--- config.mk ---
export PLATFORM = sky130hd
export DESIGN_NAME = tlb_ctrl_top
export DESIGN_NICKNAME = d
export VERILOG_FILES = /design/src/rtl/tlb_ctl_pkg.sv /design/src/rtl/tlb_ctl_reg.sv /design/src/rtl/tlb_repl_ctr.sv /design/src/rtl/tlb_set_index.sv /design/src/rtl/tlb_ctrl_top.sv
export SDC_FILE = /design/constraint.sdc
export NUM_CORES = 1
export LEC_CHECK = 0
export ABC_AREA = 1
export BUFFER_PORTS_ARGS = -buffer_cell sky130_fd_sc_hd__buf_2
export CORE_MARGIN = 10
export CORE_UTILIZATION = 25
export CTS_BUF_LIST = sky130_fd_sc_hd__clkbuf_4 sky130_fd_sc_hd__clkbuf_8
export DETAILED_ROUTE_END_ITERATION = 7
export PLACE_DENSITY_LB_ADDON = 0.2
export SKIP_CTS_REPAIR_TIMING = 1
export SLEW_MARGIN = 20
export SYNTH_ARGS = -nofsm -noshare
export SYNTH_HDL_FRONTEND = slang
export SYNTH_SLANG_ARGS = --single-unit
--- constraint.sdc ---
create_clock -name clk -period 0.8 [get_ports clk]
set_clock_uncertainty 0.05 [all_clocks]
set_input_delay 0.04 -clock clk [delete_from_list [all_inputs] [get_ports clk]]
set_output_delay 0.04 -clock clk [all_outputs]
set_load 0.01 [all_outputs]
--- src/rtl/tlb_ctl_pkg.sv ---
package tlb_ctl_pkg;
    localparam int WAYS       = 4;
    localparam int CNT_W      = $clog2(WAYS);
    localparam int SET_BITS   = 5;
    localparam int PAGE_SHIFT = 12;
    localparam int REG_W      = 32;
    localparam int ASID_W     = 8;

    // register bit positions (fixed by software decoding)
    localparam int EN_B    = 0;
    localparam int IDXM_B  = 1;
    localparam int FLUSH_B = 2;
    localparam int CNT_LO  = 4;
    localparam int VM_B    = 8;

    typedef struct packed {
        logic single_space;
        logic idx_hash;
        logic xlat_on;
    } ctl_fields_t;

    typedef enum logic [1:0] {
        EV_NONE,
        EV_MISS,
        EV_OTHER
    } evt_kind_t;

    // lowest-numbered way whose valid bit is clear
    function automatic logic [CNT_W-1:0] first_free(input logic [WAYS-1:0] v);
        logic [CNT_W-1:0] r;
        r = '0;
        for (int i = WAYS - 1; i >= 0; i--) begin
            if (!v[i]) r = CNT_W'(i);
        end
        return r;
    endfunction
endpackage

--- src/rtl/tlb_ctl_reg.sv ---
module tlb_ctl_reg
    import tlb_ctl_pkg::*;
(
    input  logic             clk,
    input  logic             rst,
    input  logic             wr_en,
    input  logic [REG_W-1:0] wr_data,
    output ctl_fields_t      fields,
    output logic             flush_pulse
);
    always_ff @(posedge clk) begin
        if (rst) begin
            fields      <= '0;
            flush_pulse <= 1'b0;
        end else begin
            flush_pulse <= wr_en && wr_data[FLUSH_B];
            if (wr_en) begin
                fields.xlat_on      <= wr_data[EN_B];
                fields.idx_hash     <= wr_data[IDXM_B];
                fields.single_space <= wr_data[VM_B];
            end
        end
    end
endmodule

--- src/rtl/tlb_repl_ctr.sv ---
module tlb_repl_ctr
    import tlb_ctl_pkg::*;
(
    input  logic             clk,
    input  logic             rst,
    input  logic             wr_en,
    input  logic [CNT_W-1:0] wr_cnt,
    input  logic             miss_evt,
    input  logic             other_evt,
    input  logic [WAYS-1:0]  set_valid,
    input  logic [CNT_W-1:0] fault_way,
    output logic [CNT_W-1:0] cnt
);
    evt_kind_t        kind;
    logic [CNT_W-1:0] cnt_nxt;

    always_comb begin
        if (miss_evt)       kind = EV_MISS;
        else if (other_evt) kind = EV_OTHER;
        else                kind = EV_NONE;
    end

    always_comb begin
        unique case (kind)
            EV_MISS:  cnt_nxt = (&set_valid) ? cnt + 1'b1 : first_free(set_valid);
            EV_OTHER: cnt_nxt = fault_way;
            default:  cnt_nxt = wr_en ? wr_cnt : cnt;
        endcase
    end

    always_ff @(posedge clk) begin
        if (rst) cnt <= '0;
        else     cnt <= cnt_nxt;
    end

    p_wrap_r7: assert property (@(posedge clk) disable iff (rst)
        (miss_evt && (&set_valid)) |=> (cnt == CNT_W'($past(cnt) + 1'b1)));

    p_way0_free_r8: assert property (@(posedge clk) disable iff (rst)
        (miss_evt && !set_valid[0]) |=> (cnt == '0));

    p_other_load_r9: assert property (@(posedge clk) disable iff (rst)
        (other_evt && !miss_evt) |=> (cnt == $past(fault_way)));
endmodule

--- src/rtl/tlb_set_index.sv ---
module tlb_set_index
    import tlb_ctl_pkg::*;
(
    input  logic [REG_W-1:0]    va,
    input  logic [ASID_W-1:0]   asid,
    input  logic                hash_en,
    output logic [SET_BITS-1:0] set_idx
);
    logic [SET_BITS-1:0] mix;

    assign mix     = hash_en ? asid[SET_BITS-1:0] : '0;
    assign set_idx = va[PAGE_SHIFT +: SET_BITS] ^ mix;
endmodule

--- src/rtl/tlb_ctrl_top.sv ---
module tlb_ctrl_top
    import tlb_ctl_pkg::*;
(
    input  logic                clk,
    input  logic                rst,
    input  logic                wr_en,
    input  logic [REG_W-1:0]    wr_data,
    output logic [REG_W-1:0]    rd_data,
    input  logic                miss_evt,
    input  logic                other_evt,
    input  logic [WAYS-1:0]     set_valid,
    input  logic [CNT_W-1:0]    fault_way,
    input  logic [REG_W-1:0]    va,
    input  logic [ASID_W-1:0]   asid,
    output logic [SET_BITS-1:0] set_idx,
    output logic                xlat_on,
    output logic                idx_hash,
    output logic                single_space,
    output logic                flush_pulse
);
    localparam logic [REG_W-1:0] LIVE_MASK =
        (REG_W'(1) << EN_B) | (REG_W'(1) << IDXM_B) | (REG_W'(1) << VM_B) |
        (REG_W'((1 << CNT_W) - 1) << CNT_LO);

    ctl_fields_t      fields;
    logic [CNT_W-1:0] cnt;

    tlb_ctl_reg u_reg (
        .clk(clk), .rst(rst), .wr_en(wr_en), .wr_data(wr_data),
        .fields(fields), .flush_pulse(flush_pulse)
    );

    tlb_repl_ctr u_ctr (
        .clk(clk), .rst(rst), .wr_en(wr_en),
        .wr_cnt(wr_data[CNT_LO +: CNT_W]),
        .miss_evt(miss_evt), .other_evt(other_evt),
        .set_valid(set_valid), .fault_way(fault_way), .cnt(cnt)
    );

    tlb_set_index u_idx (
        .va(va), .asid(asid), .hash_en(fields.idx_hash), .set_idx(set_idx)
    );

    assign xlat_on      = fields.xlat_on;
    assign idx_hash     = fields.idx_hash;
    assign single_space = fields.single_space;

    always_comb begin
        rd_data                     = '0;
        rd_data[EN_B]               = fields.xlat_on;
        rd_data[IDXM_B]             = fields.idx_hash;
        rd_data[VM_B]               = fields.single_space;
        rd_data[CNT_LO +: CNT_W]    = cnt;
    end

    p_rsvd_zero_r3: assert property (@(posedge clk) disable iff (rst)
        (rd_data & ~LIVE_MASK) == '0);

    p_flush_after_wr_r4: assert property (@(posedge clk) disable iff (rst)
        (wr_en && wr_data[FLUSH_B]) |=> flush_pulse);

    p_no_stray_flush_r4: assert property (@(posedge clk) disable iff (rst)
        !(wr_en && wr_data[FLUSH_B]) |=> !flush_pulse);

    p_wr_fields_r2: assert property (@(posedge clk) disable iff (rst)
        wr_en |=> (xlat_on == $past(wr_data[EN_B]) &&
                   single_space == $past(wr_data[VM_B])));
endmodule

==> summary.md <==
| Metric | Value |
|---|---|
| Result of the run | complete, but fails checks |
| Violated checks | negative hold slack, negative setup slack |
| Number of cell instances on the worst register-to-register path | 6 |
| Cell count of the worst hold path | 3 |
| Total Nets Final | 224 |
| Core area | 0.002276 mm² |
| Prevailing post-synth register cell | sky130_fd_sc_hd__dfxtp_1 |
| First-pass GRT wire length | 2.904 mm |
| CTS root buffer | sky130_fd_sc_hd__clkbuf_4 |
| Pre-CTS setup slack | -0.04953 ns |
| Max-cap violations | 0 |
| Fraction of power consumed by sequential logic | 33.7% |
| Sw Ratio | 33.95% |
| Power share of the clock group | 27.3% |
| Cell types with the highest counts after synthesis | sky130_fd_sc_hd__buf_4 (30), sky130_fd_sc_hd__nand2_1 (23), sky130_fd_sc_hd__inv_1 (9), sky130_fd_sc_hd__nor2_1 (9), sky130_fd_sc_hd__dfxtp_1 (6) |
| Standby leakage power | 0.5189 nW |
| Total design power | 1.025 mW |
| Critical path endpoint category | output port |
| Peak supply drop | 0.4160 mV |
| Synth unique cells | 14 |
| PnR worst setup slack | -0.2754 ns |
| Routed wire length per instance | 10.99 µm |
| Final period util | 134.4% |
| Hold violation total from the final report | 1 |
| Effective utilization at floorplan | 26.99% |
| Buffer levels on the longest clock path | 2 |
| Final setup violation count | 11 |
| Gpl congestion | 0.7320 |
| Worst hold endpoint | u_reg.fields[1] |
| Yosys top cell by area | sky130_fd_sc_hd__buf_4 |
| Pin count of the biggest net entering global routing | 9 |
| Fraction of post-synthesis cell area in the top cell type by area | 36.66% |
| Clk slew on worst S/H paths | 0.04 ns |
| Hold path start | wr_data[1] |
| Half-perimeter wire length after detailed placement | 1.616 mm |
| Io pins | 124 |
| First-pass DRT Iterations | 3 |
| Antenna diodes | 0 |
| Die width | 69.57 µm |
| DRC marker count from the first detailed-route iteration | 8 |
| Fraction of final layout cells with drive strength greater than 1 | 48.20% |
| TritonCTS clock tree | yes |
| GRT Residual Overflow | 0 |
| Average size of a mapped cell | 6.467 µm² |
| Gate power share | 39.0% |
| Post-synth EDFFs | 0 |
| Tightest hold margin | -0.02566 ns |
| Data required time of the critical path | 0.71 ns |
| Top cells by area, synth | sky130_fd_sc_hd__buf_4 (37%), sky130_fd_sc_hd__dfxtp_1 (20%), sky130_fd_sc_hd__nand2_1 (14%) |
| Total length of routed wires | 1.835 mm |
| Register-to-register path setup slack | -0.03 ns |
| Worst hold-check path type | primary input to flop |
| Top-count cell post-synth | sky130_fd_sc_hd__buf_4 |
| Maximum operating frequency | 0.9299 GHz |
| H-tree depth | 1 |
| Synth async-reset ratio | 0% |
| Final design instance area without fill | 905.9 µm² |
| TritonCTS Sinks | 6 |
| Final Slew Violations | 0 |
| Minimum clock period after layout | 1.075 ns |
| Count of vias placed by the detailed router | 614 |
| Setup Crit Path Kind | flop to output port |
| Start of the worst register-to-register path | u_ctr.cnt[1] |
| Vias per inst | 3.677 |
| Design internal power | 0.6768 mW |
| Count of unresolved DRC violations after routing | 0 |
| Antenna-violating nets left | 0 |
| Register bit count reported by yosys | 6 |
| Number of buffers created by CTS | 3 |
| Count of input and output buffers | 40 |
| Site row count | 17 |
| Area Growth Syn to Fin | 47.45% |
| Switching pwr | 0.3479 mW |
| Type of origin of the critical path | flop |
| Number of instances in the synthesized netlist | 95 |
| GRT Total Usage | 7.190% |
| Number of global-route vias before repair | 664 |
| Antenna violations before repair | 0 |
| Mapped Area | 614.3 µm² |
| DIE AREA | 0.004840 mm² |
| Cell area after placement | 763.2 µm² |
| Height of the chip | 69.57 µm |
| Total number of yosys warnings | 0 |
| PD cells | 1131 mW/mm² |
| Max FO, Critical Path | 8 |
| Signal arrival time at the worst endpoint | 0.99 ns |
| Unrepaired setup endpoints after global routing | true |
| Fraction of the yosys area taken by sequential cells | 19.55% |
| Reg2Reg Capture Point | u_ctr.cnt[1] |
| Later-pin clock latency in the skew report | 0.24 ns |
flip-flops by register name, summed over array words and instances (netlist names):
name	count
u_reg.flush_pulse	1
u_ctr.cnt	2
u_reg.fields	3
kinds of logic after synthesis:
| kind of cell | Yosys count | share of synthesized area [%] |
|---|---|---|
| other | 1 | 0.6104 |
| buffers and inverters | 40 | 42.77 |
| AOI/OAI and AO/OA | 8 | 7.738 |
| DFF | 6 | 19.55 |
| and+or+nand+nor | 35 | 22.20 |
| xor gates and xnor gates | 5 | 7.128 |
layer usage:
metal,vias up,track usage [%],wire (µm)
li1,319,-,-
met1,244,7.241,765
met2,48,10.48,736
met3,3,5.849,304
met4,0,3.326,28
met5,-,0,0
cell type report:
class	instances	area, µm²
fillers	260	1370
multi-input cells	75	381.6
repair buffers	45	291.5
flip-flops and latches	6	137.6
inverters	10	37.54
well taps	28	35.03
clock buffers	3	22.52
cell usage in the layout (no fill, tap or decap):
cell,n
sky130_fd_sc_hd__a21oi_1,1
sky130_fd_sc_hd__nand3_1,2
sky130_fd_sc_hd__dfxtp_2,2
sky130_fd_sc_hd__buf_4,1
sky130_fd_sc_hd__nor2_1,9
sky130_fd_sc_hd__inv_1,7
sky130_fd_sc_hd__inv_2,3
sky130_fd_sc_hd__dlygate4sd3_1,4
sky130_fd_sc_hd__buf_2,33
sky130_fd_sc_hd__dfxtp_4,4
sky130_fd_sc_hd__o21ai_0,3
sky130_fd_sc_hd__buf_6,7
sky130_fd_sc_hd__conb_1,27
sky130_fd_sc_hd__nand2_2,6
sky130_fd_sc_hd__nand2_1,17
sky130_fd_sc_hd__clkbuf_4,3
sky130_fd_sc_hd__o21ai_1,2
sky130_fd_sc_hd__a21oi_2,2
sky130_fd_sc_hd__nor2_2,1
sky130_fd_sc_hd__xnor2_2,5
worst max-delay path: stages, from the launching register on:
cell	delay, ns
sky130_fd_sc_hd__dfxtp_4	0.38
sky130_fd_sc_hd__nand2_1	0.09
sky130_fd_sc_hd__xnor2_2	0.13
sky130_fd_sc_hd__buf_2	0.14
power groups by stage:
stage | clock network (mW) | registers (mW) | logic (mW)
6_report | 0.280 | 0.346 | 0.399
5_1_grt | 0.326 | 0.350 | 0.443
4_1_cts | 0.287 | 0.343 | 0.341
3_5_place_dp | 0 | 0.348 | 0.340
3_3_place_gp | 0 | 0.347 | 0.336
2_1_floorplan | 0 | 0.354 | 0.297
worst max-delay path by stage:
stage	startpoint	to
6_report	u_reg.fields[1]	set_idx[1]
5_1_grt	u_reg.fields[1]	set_idx[0]
4_1_cts	u_reg.fields[1]	set_idx[4]
3_5_place_dp	u_reg.fields[1]	set_idx[4]
3_3_place_gp	u_reg.fields[1]	set_idx[3]
2_1_floorplan	u_ctr.cnt[0]	u_ctr.cnt[1]
per-stage QoR:
| step | TNS (ns) | utilization [%] | cells |
|---|---|---|---|
| after global placement | -0.1279 | 33.53 | 159 |
| after CTS | -1.897 | 34.52 | 162 |
| after detailed placement | -0.2314 | 33.53 | 159 |
| final | -1.484 | 39.80 | 167 |
| after floorplan | 0 | - | 121 |
| after global routing | -2.263 | 39.80 | 167 |
Power figures use the tool's default switching activity.
